### src/rtl/supv_pkg.sv
package supv_pkg;

  typedef enum logic [1:0] {
    SEL_LONG  = 2'b00,
    SEL_MID   = 2'b01,
    SEL_SHORT = 2'b10,
    SEL_OFF   = 2'b11
  } wd_sel_e;

  // Timeout in ticks for a select code; 0 means the watchdog is off.
  function automatic int unsigned sel_to_ticks(input logic [1:0] sel,
                                               input int unsigned t_short,
                                               input int unsigned t_mid,
                                               input int unsigned t_long);
    case (wd_sel_e'(sel))
      SEL_SHORT: return t_short;
      SEL_MID:   return t_mid;
      SEL_LONG:  return t_long;
      default:   return 0;
    endcase
  endfunction

  function automatic int unsigned max3(input int unsigned a, input int unsigned b,
                                       input int unsigned c);
    int unsigned m;
    m = (a > b) ? a : b;
    return (m > c) ? m : c;
  endfunction

endpackage

### src/rtl/supv_sync.sv
module supv_sync #(
  parameter int unsigned W       = 1,
  parameter logic        RST_VAL = 1'b0
) (
  input  logic         clk,
  input  logic         rst_n,
  input  logic [W-1:0] d,
  output logic [W-1:0] q
);
  logic [W-1:0] meta;

  always_ff @(posedge clk or negedge rst_n) begin
    if (!rst_n) begin
      meta <= {W{RST_VAL}};
      q    <= {W{RST_VAL}};
    end else begin
      meta <= d;
      q    <= meta;
    end
  end
endmodule

### src/rtl/supv_kick_qual.sv
module supv_kick_qual #(
  parameter int unsigned MIN_CLK = 40
) (
  input  logic clk,
  input  logic rst_n,
  input  logic kick_n_s,
  output logic kick_ok
);
  localparam int unsigned CW = $clog2(MIN_CLK + 1);

  logic          prev_n;
  logic [CW-1:0] low_cnt;
  logic          kick_fall;

  assign kick_fall = prev_n && !kick_n_s;
  assign kick_ok   = !kick_n_s && (low_cnt == CW'(MIN_CLK - 1));

  always_ff @(posedge clk or negedge rst_n) begin
    if (!rst_n) begin
      prev_n  <= 1'b1;
      low_cnt <= '0;
    end else begin
      prev_n <= kick_n_s;
      if (kick_fall)
        low_cnt <= CW'(1);
      else if (kick_n_s)
        low_cnt <= '0;
      else if (low_cnt != CW'(MIN_CLK))
        low_cnt <= low_cnt + CW'(1);
    end
  end

  // One restart per low pulse
  assert_single_kick_R5: assert property (@(posedge clk) disable iff (!rst_n)
    kick_ok |=> !kick_ok);
endmodule

### src/rtl/supv_wdog.sv
module supv_wdog
  import supv_pkg::*;
#(
  parameter int unsigned T_SHORT = 200,
  parameter int unsigned T_MID   = 600,
  parameter int unsigned T_LONG  = 1400
) (
  input  logic       clk,
  input  logic       rst_n,
  input  logic       tick,
  input  logic [1:0] sel,
  input  logic       hold,
  input  logic       kick_ok,
  output logic       expire
);
  localparam int unsigned TMAX = max3(T_SHORT, T_MID, T_LONG);
  localparam int unsigned CW   = $clog2(TMAX + 1);

  logic [CW-1:0] cnt;
  logic [CW-1:0] lim;
  logic          enabled;

  always_comb begin
    lim     = CW'(sel_to_ticks(sel, T_SHORT, T_MID, T_LONG));
    enabled = (lim != '0);
  end

  // >= keeps expiry working when a smaller limit is written mid-count
  assign expire = tick && enabled && !hold && !kick_ok && (cnt >= lim - CW'(1));

  always_ff @(posedge clk or negedge rst_n) begin
    if (!rst_n)
      cnt <= '0;
    else if (hold || kick_ok || expire)
      cnt <= '0;
    else if (tick && enabled)
      cnt <= cnt + CW'(1);
  end

  assert_hold_clear_R11: assert property (@(posedge clk) disable iff (!rst_n)
    hold |=> (cnt == '0));
  assert_kick_restart_R5: assert property (@(posedge clk) disable iff (!rst_n)
    (kick_ok && !hold) |=> (cnt == '0));
  assert_off_silent_R6: assert property (@(posedge clk) disable iff (!rst_n)
    (sel == 2'b11) |-> !expire);
endmodule

### src/rtl/supv_rst_core.sv
module supv_rst_core #(
  parameter int unsigned STRETCH = 200
) (
  input  logic clk,
  input  logic rst_n,
  input  logic tick,
  input  logic supply_ok_s,
  input  logic wd_expire,
  input  logic cause_clr,
  output logic rst_q,
  output logic cause_wd
);
  localparam int unsigned CW = $clog2(STRETCH + 1);

  logic [CW-1:0] st_cnt;
  logic          st_done;

  assign st_done = tick && (st_cnt == CW'(STRETCH - 1));

  always_ff @(posedge clk or negedge rst_n) begin
    if (!rst_n) begin
      rst_q  <= 1'b1;
      st_cnt <= '0;
    end else if (!supply_ok_s || wd_expire) begin
      rst_q  <= 1'b1;
      st_cnt <= '0;
    end else if (rst_q && tick) begin
      if (st_done) begin
        rst_q  <= 1'b0;
        st_cnt <= '0;
      end else begin
        st_cnt <= st_cnt + CW'(1);
      end
    end
  end

  always_ff @(posedge clk or negedge rst_n) begin
    if (!rst_n)
      cause_wd <= 1'b0;
    else if (!supply_ok_s)
      cause_wd <= 1'b0;
    else if (wd_expire)
      cause_wd <= 1'b1;
    else if (cause_clr)
      cause_wd <= 1'b0;
  end

  assert_low_supply_R2: assert property (@(posedge clk) disable iff (!rst_n)
    !supply_ok_s |=> rst_q);
  assert_wd_asserts_R4: assert property (@(posedge clk) disable iff (!rst_n)
    wd_expire |=> rst_q);
  assert_cause_wd_R8: assert property (@(posedge clk) disable iff (!rst_n)
    (wd_expire && supply_ok_s) |=> cause_wd);
  assert_supply_prio_R9: assert property (@(posedge clk) disable iff (!rst_n)
    !supply_ok_s |=> !cause_wd);
endmodule

### src/rtl/supv_top.sv
module supv_top #(
  parameter int unsigned STRETCH_TICKS = 200,
  parameter int unsigned WD_SHORT      = 200,
  parameter int unsigned WD_MID        = 600,
  parameter int unsigned WD_LONG       = 1400,
  parameter int unsigned KICK_MIN_CLK  = 40,
  parameter logic [1:0]  TOSEL_RST     = 2'b00
) (
  input  logic       clk,
  input  logic       rst_n,
  input  logic       tick_1ms,
  input  logic       supply_ok,
  input  logic       kick_n,
  input  logic       tosel_wr,
  input  logic [1:0] tosel_wdata,
  output logic [1:0] tosel_q,
  input  logic       cause_clr,
  output logic       cause_wd,
  output logic       sys_rst,
  output logic       sys_rst_n
);
  logic supply_ok_s;
  logic kick_n_s;
  logic kick_ok;
  logic wd_expire;
  logic rst_q;

  supv_sync #(.W(1), .RST_VAL(1'b0)) u_sync_sup (
    .clk(clk), .rst_n(rst_n), .d(supply_ok), .q(supply_ok_s));

  supv_sync #(.W(1), .RST_VAL(1'b1)) u_sync_kick (
    .clk(clk), .rst_n(rst_n), .d(kick_n), .q(kick_n_s));

  supv_kick_qual #(.MIN_CLK(KICK_MIN_CLK)) u_kick (
    .clk(clk), .rst_n(rst_n), .kick_n_s(kick_n_s), .kick_ok(kick_ok));

  always_ff @(posedge clk or negedge rst_n) begin
    if (!rst_n)
      tosel_q <= TOSEL_RST;
    else if (tosel_wr)
      tosel_q <= tosel_wdata;
  end

  supv_wdog #(.T_SHORT(WD_SHORT), .T_MID(WD_MID), .T_LONG(WD_LONG)) u_wdog (
    .clk(clk), .rst_n(rst_n), .tick(tick_1ms), .sel(tosel_q),
    .hold(rst_q), .kick_ok(kick_ok), .expire(wd_expire));

  supv_rst_core #(.STRETCH(STRETCH_TICKS)) u_core (
    .clk(clk), .rst_n(rst_n), .tick(tick_1ms), .supply_ok_s(supply_ok_s),
    .wd_expire(wd_expire), .cause_clr(cause_clr),
    .rst_q(rst_q), .cause_wd(cause_wd));

  assign sys_rst   = rst_q;
  assign sys_rst_n = ~rst_q;

  assert_sel_kept_R7: assert property (@(posedge clk) disable iff (!rst_n)
    !tosel_wr |=> $stable(tosel_q));
endmodule

### config.mk
export PLATFORM = sky130hd
export DESIGN_NAME = supv_top
export DESIGN_NICKNAME = d
export VERILOG_FILES = /design/src/rtl/supv_pkg.sv /design/src/rtl/supv_sync.sv /design/src/rtl/supv_kick_qual.sv /design/src/rtl/supv_wdog.sv /design/src/rtl/supv_rst_core.sv /design/src/rtl/supv_top.sv
export SDC_FILE = /design/constraint.sdc
export NUM_CORES = 1
export LEC_CHECK = 0
export BUFFER_PORTS_ARGS = -buffer_cell sky130_fd_sc_hd__buf_2
export CAP_MARGIN = 20
export CORE_MARGIN = 2
export CORE_UTILIZATION = 35
export DETAILED_ROUTE_END_ITERATION = 10
export GPL_TIMING_DRIVEN = 0
export SYNTH_ARGS = -nofsm -noshare
export SYNTH_HDL_FRONTEND = slang
export SYNTH_SLANG_ARGS = --single-unit
### constraint.sdc
create_clock -name clk -period 2.03 [get_ports clk]
set_input_delay 0.406 -clock clk [delete_from_list [all_inputs] [get_ports clk]]
set_output_delay 0.406 -clock clk [all_outputs]
set_load 0.03 [all_outputs]
==> results.json, run 1 <==
{
  "cts.clk_slew.worst_paths_ps": 70,
  "vias": 1506,
  "layout_common_cells": "dfrtp_1, nand2_1, buf_2",
  "maxCapViolations": 0,
  "fin_hold_ws_ps": 181,
  "die_w_um": 77.2,
  "syn-mean-instance-area_um2": 9.56,
  "final_common_cell": "dfrtp_1",
  "critPathMostFrequentCell": "ha_4",
  "worstSetupPathType": "reg -> reg",
  "drt-pass1-iter-count": 4,
  "io_pins": 14,
  "core_area_mm2": 0.00514,
  "utilization": 0.454,
  "grt_max_degree": 35,
  "final_cell_area_mm2": 0.00233,
  "drt_iter0_markers": 39,
  "p_leak_nw": 0.957,
  "violations": "negative setup slack",
  "cpMaxStageDelayCell": "dfrtp_2",
  "totalWireLength_mm": 3.91,
  "portBuffers": 13,
  "power_density_mw_per_mm2": 645,
  "nFillCells": 520,
  "die_area_mm2": 0.00596,
  "via_per_inst": 5.12,
  "clk_path_buf_depth": 2,
  "ir_worst_vdd_mv": 0.556,
  "tightest_slew_ps": 742,
  "cts_root_buf": "clkbuf_8",
  "clock_sinks": 34,
  "placed_area_mm2": 0.00204,
  "slew-limit-headroom": 0.505,
  "r2r_cells": 8,
  "report.final.slew_viol_count": 0,
  "cp.arrival_ps": 2190,
  "cp-start-kind": "register",
  "syn-num-nets": 220,
  "drc": 0,
  "rsz0062_at_grt": "yes",
  "cpPeakStageDelay_ps": 450,
  "diodes": 0,
  "seqCellArea_um2": 858,
  "syn_to_final_growth_pct": 24.5,
  "power_w": 0.00151,
  "first_global_vias": 1473,
  "start_util": 0.365,
  "cp_cell_sequence": "ha_4 -> inv_4 -> ha_4 -> nand4_1 -> o22ai_2 -> o21ai_4 -> a31oi_4 -> o22ai_1",
  "netlist_instances": 196,
  "wire_per_inst_um": 13.3,
  "synth_top_area_share": 0.401,
  "crit_path_end_kind": "register",
  "ys_top_cells_by_area": "dfrtp_1, ha_1, dfstp_2, xnor2_1, nor3_1",
  "synth_cell_types": 34,
  "grt_pass1_wl_mm": 6.72,
  "synth_warnings": 0,
  "r2r-start": "tosel_q[1]$_DFFE_PN0P_",
  "dieHeight_um": 77.2,
  "status": "finished with violations",
  "seq_area_frac_synth": 0.457,
  "antenna_left": 0,
  "clock.fmax_mhz": 490,
  "hold_path.class": "in -> async",
  "insertion_delay_ps": 280,
  "fin_nets": 247,
  "setup_viol": 1,
  "fin_crit_sh": 1.01,
  "timing.rr.end": "u_core.st_cnt[6]$_DFFE_PN0P_",
  "cp_data_required_time_ps": 2180,
  "hpwl_mm": 2.58,
  "reg2reg_setup_slack_ps": -10,
  "multi_input_area_mm2": 0.00111,
  "ctsHoldBuffers": 0,
  "cts_tree": "done",
  "crit_path_max_fanout": 6,
  "ctsHtreeMaxLevel": 2,
  "grt_overflow_total": 0,
  "cts_made_buffers": 5,
  "min_period_ps": 2040,
  "hold_violations": 0,
  "finClkSkew_ps": 11.7,
  "place_ws_ps": -275,
  "grt_use_total": 0.141,
  "rows": 26,
  "layout-drive-gt1-share": 0.259,
  "worst_slack_ps": -10.4,
  "gp_congestion": 0.749,
  "yosysTopAreaCell": "dfrtp_1",
  "yosys_register_bits": 34,
  "antenna_found_initial": 0,
  "netlist_area_mm2": 0.00187
}
[repair_timing]
action	4_1_cts	5_1_grt
endpoints found under the setup margin	19	19
pin swaps	7	17
resized for setup	14	15
gates cloned	2	0
setup buffers	3	3
[cells in the mapped netlist (all sizes together)]
library cell	n
nor2b	5
nand3	12
and3	2
nand2	21
and2b	1
nor3b	2
inv	11
o211ai	1
and4bb	1
o21ai	17
dfstp	4
a31oi	2
o22ai	2
a32o	1
or2	1
dfrtp	30
nand2b	2
ha	15
xnor2	11
a221oi	1
buf	1
nor2	12
and2	2
a211oi	1
xor2	2
nand4	5
nor4	3
a21oi	7
o21bai	1
a21boi	1
nor3	17
o21a	2
[cell type report]
class                           count  share of cell area
Clock inverter                      1              0.0129
Clock buffer                        7              0.0370
Timing Repair Buffer               18              0.0456
Multi-Input combinational cell    152               0.475
Buffer                              1             0.00483
Tap cell                           70              0.0375
Sequential cell                    34               0.368
Inverter                           11              0.0198
[cells by family (layout without fill, tap and decap cells)]
family | count (synthesis) | after routing | synth area share
fa+ha+maj | 15 | 15 | 0.100
flops | 34 | 34 | 0.457
compound gates | 36 | 38 | 0.125
xor+xnor | 13 | 13 | 0.0607
simple gates | 86 | 86 | 0.229
buf+inv | 12 | 38 | 0.0280
[state kept, by name (all words and copies together), names as in the netlist]
name,cells
u_sync_kick.q,1
u_core.cause_wd,1
u_kick.prev_n,1
u_wdog.cnt,11
u_core.st_cnt,8
tosel_q,2
u_core.rst_q,1
u_sync_sup.q,1
u_sync_sup.meta,1
u_kick.low_cnt,6
u_sync_kick.meta,1
[worst max-delay path, delay by kind of cell, from the launching register on]
family	cells	cell delay (ps)
AND/OR/NAND/NOR	1	90
adder cells (fa/ha/maj)	2	540
AO/OA/AOI/OAI	4	780
buffers and inverters	1	40
flip-flops	1	450
[report_power, final]
group          leakage (nW)  total, W  internal, W  switching (W)
clock                0.0585  0.000639     0.000400       0.000239
combinational         0.453  0.000146    0.0000565      0.0000896
sequential            0.446  0.000720     0.000700      0.0000206
total                 0.957   0.00151      0.00116       0.000349
[worst max-delay path by stage]
stage	start	to	slack, ps	cells after the start
finish	tosel_q[1]$_DFFE_PN0P_	u_core.st_cnt[6]$_DFFE_PN0P_	-10	8
global route	tosel_q[1]$_DFFE_PN0P_	u_core.st_cnt[6]$_DFFE_PN0P_	-100	8
CTS	tosel_q[1]$_DFFE_PN0P_	u_core.st_cnt[6]$_DFFE_PN0P_	3	9
detailed placement	tosel_q[0]$_DFFE_PN0P_	u_wdog.cnt[7]$_DFFE_PN0P_	-280	9
global placement	tosel_q[0]$_DFFE_PN0P_	u_wdog.cnt[10]$_DFFE_PN0P_	-260	9
floorplan	tosel_q[0]$_DFFE_PN0P_	u_wdog.cnt[10]$_DFFE_PN0P_	-10	9
[layer usage]
metal  share of wire  wire (µm)  vias to the layer above  track usage
met5               0          0                        -            0
met4           0.017         67                        0       0.0589
met3           0.033        130                        7       0.0353
met2            0.46       1800                       20        0.223
met1            0.49       1910                      728        0.185
li1                -          -                      751            -
[metrics by stage]
| stage | setup TNS, ps | instances |
|---|---|---|
| 2_1_floorplan | -121 | 196 |
| 6_report | -10.4 | 294 |
| 3_3_place_gp | -3780 | 279 |
| 4_1_cts | 0 | 292 |
| 5_1_grt | -526 | 294 |
| 3_5_place_dp | -3980 | 279 |
Note: power is estimated with default switching activity, not from simulation.
==> inputs of run 2 (changes only) <==
--- a/config.mk
+++ b/config.mk
@@ -8,9 +8,10 @@
 export BUFFER_PORTS_ARGS = -buffer_cell sky130_fd_sc_hd__buf_2
 export CAP_MARGIN = 20
 export CORE_MARGIN = 2
-export CORE_UTILIZATION = 35
+export CORE_UTILIZATION = 53
 export DETAILED_ROUTE_END_ITERATION = 10
 export GPL_TIMING_DRIVEN = 0
+export PLACE_DENSITY_LB_ADDON = 0.1
 export SYNTH_ARGS = -nofsm -noshare
 export SYNTH_HDL_FRONTEND = slang
 export SYNTH_SLANG_ARGS = --single-unit
==> run 2 against run 1 <==
Net effect: the run still ends with negative setup slack left; non-clock buffer count decreased by 2; clock skew is 1.1 ps lower; final cell count down 8.8%; clock-buffer cell count is 1 lower; sequential share of layout area up 1.9 points; global-route usage up 8.4 points; sequential cell count unchanged; worst setup slack improved by 0.82 ps; largest cell class unchanged; via count increased by 1.7%; maximum frequency barely moved; cell area down 4.9%.
==> results.json, run 2 (synthesis gave the netlist of run 1 again) <==
{
  "status": "finished with violations",
  "violations": "negative setup slack",
  "crit_path_end_kind": "register",
  "critPathMostFrequentCell": "inv_4",
  "grt_pass1_wl_mm": 7.03,
  "power_w": 0.00124,
  "io_pins": 14,
  "clock_sinks": 34,
  "layout-drive-gt1-share": 0.234,
  "grt_max_degree": 35,
  "cp_cell_sequence": "ha_4 -> inv_4 -> ha_1 -> nand2_1 -> o21ai_2 -> inv_4 -> a31oi_4 -> o21ai_1",
  "hpwl_mm": 2.71,
  "crit_path_max_fanout": 6,
  "die_w_um": 63.5,
  "min_period_ps": 2040,
  "fin_nets": 245,
  "fin_hold_ws_ps": 124,
  "cts_root_buf": "clkbuf_4",
  "insertion_delay_ps": 340,
  "drt-pass1-iter-count": 4,
  "dieHeight_um": 63.5,
  "via_per_inst": 5.71,
  "die_area_mm2": 0.00403,
  "clk_path_buf_depth": 2,
  "worstSetupPathType": "reg -> reg",
  "ctsHoldBuffers": 0,
  "ctsHtreeMaxLevel": 2,
  "cts_made_buffers": 5,
  "drc": 0,
  "r2r-start": "tosel_q[1]$_DFFE_PN0P_",
  "worst_slack_ps": -9.62,
  "final_common_cell": "dfrtp_1",
  "gp_congestion": 0.808,
  "setup_viol": 4,
  "antenna_found_initial": 0,
  "vias": 1531,
  "totalWireLength_mm": 4.04,
  "largest-register": "u_wdog.cnt",
  "slew-limit-headroom": 0.502,
  "cpMaxStageDelayCell": "dfrtp_2",
  "tightest_slew_ps": 747,
  "crit_start": "tosel_q[1]$_DFFE_PN0P_",
  "cp.arrival_ps": 2260,
  "syn_to_final_growth_pct": 18.4,
  "crit_family": "compound AO/OA/AOI/OAI gates",
  "hold_violations": 0,
  "grt_use_total": 0.225,
  "cp_data_required_time_ps": 2250,
  "cp_num_buf_inv": 2,
  "start_util": 0.557,
  "rows": 21,
  "antenna_left": 0,
  "fin_crit_sh": 1.00,
  "drt_iter0_markers": 120,
  "clock.fmax_mhz": 490,
  "grt_overflow_total": 0,
  "first_global_vias": 1518,
  "power_density_mw_per_mm2": 558,
  "finClkSkew_ps": 10.5,
  "cp-start-kind": "register",
  "hold_path.class": "in -> async",
  "top_regs": "u_wdog.cnt: 11 flops, u_core.st_cnt: 8 flops, u_kick.low_cnt: 6 flops",
  "fin_tns_setup_ps": -25.6,
  "cpPeakStageDelay_ps": 460,
  "place_ws_ps": -191,
  "wire_per_inst_um": 15.1,
  "ir_worst_vdd_mv": 0.445,
  "layout_common_cells": "dfrtp_1, nand2_1, nor3_1",
  "portBuffers": 13,
  "maxCapViolations": 0,
  "largest_reg_flops": 11,
  "report.final.slew_viol_count": 0,
  "cts.clk_slew.worst_paths_ps": 110,
  "p_leak_nw": 0.920,
  "cts_tree": "done",
  "rsz0062_at_grt": "yes",
  "utilization": 0.660,
  "diodes": 0,
  "core_area_mm2": 0.00336
}
[run 2: cell count changes in the layout (fill, tap and decap cells not counted), sizes merged]
cell	previous run	this run
clkbuf	7	6
buf	19	17
clkinv	0	2
bufinv	1	0
[run 2: layout make-up]
type                    instances  area [µm²]
clock inverters                 2        13.8
clock buffers                   6        41.3
multi-input cells             152        1100
plain buffers                   1        11.3
flip-flops and latches         34         858
well taps                      46        57.6
fillers                       303        1140
repair buffers                 16        91.3
inverters                      11        46.3
[run 2: path summary, 6_finish.rpt]
kind                       cells past startpoint                            to  slack [ps]
max                                            8  u_core.st_cnt[2]$_DFFE_PN0P_         -10
min                                            1        u_sync_sup.q$_DFF_PN0_         120
max reg2reg                                    8  u_core.st_cnt[2]$_DFFE_PN0P_         -10
min reg2reg                                    0        u_sync_sup.q$_DFF_PN0_         360
max in group asynchronous                      1        tosel_q[1]$_DFFE_PN0P_        1390
min in group clk                               1    u_sync_kick.meta$_DFF_PN1_         150
[run 2: power by group]
group,switching (W),internal (W)
logic,0.0000906,0.0000560
clock network,0.000236,0.000136
registers,0.0000210,0.000699
[run 2: stage by stage]
| stage | cell area, µm² | cells |
|---|---|---|
| detailed placement | 2010 | 255 |
| global placement | 2010 | 255 |
| finish | 2220 | 268 |
| CTS | 2170 | 268 |
| global route | 2220 | 268 |
| floorplan | 1880 | 196 |
[run 2: layer usage]
metal | wire length [µm] | share of wire | vias up | global-route usage
met5 | 0 | 0 | - | 0
met4 | 64 | 0.016 | 0 | 0.0870
met3 | 125 | 0.031 | 8 | 0.0643
met2 | 2010 | 0.50 | 30 | 0.358
met1 | 1840 | 0.46 | 747 | 0.291
li1 | - | - | 746 | -
[run 2: repair_timing]
action | CTS | global route
gates resized for setup | 14 | 12
pin swaps | 7 | 7
gates cloned | 2 | 0
setup endpoints to repair | 19 | 20
buffers inserted | 4 | 0
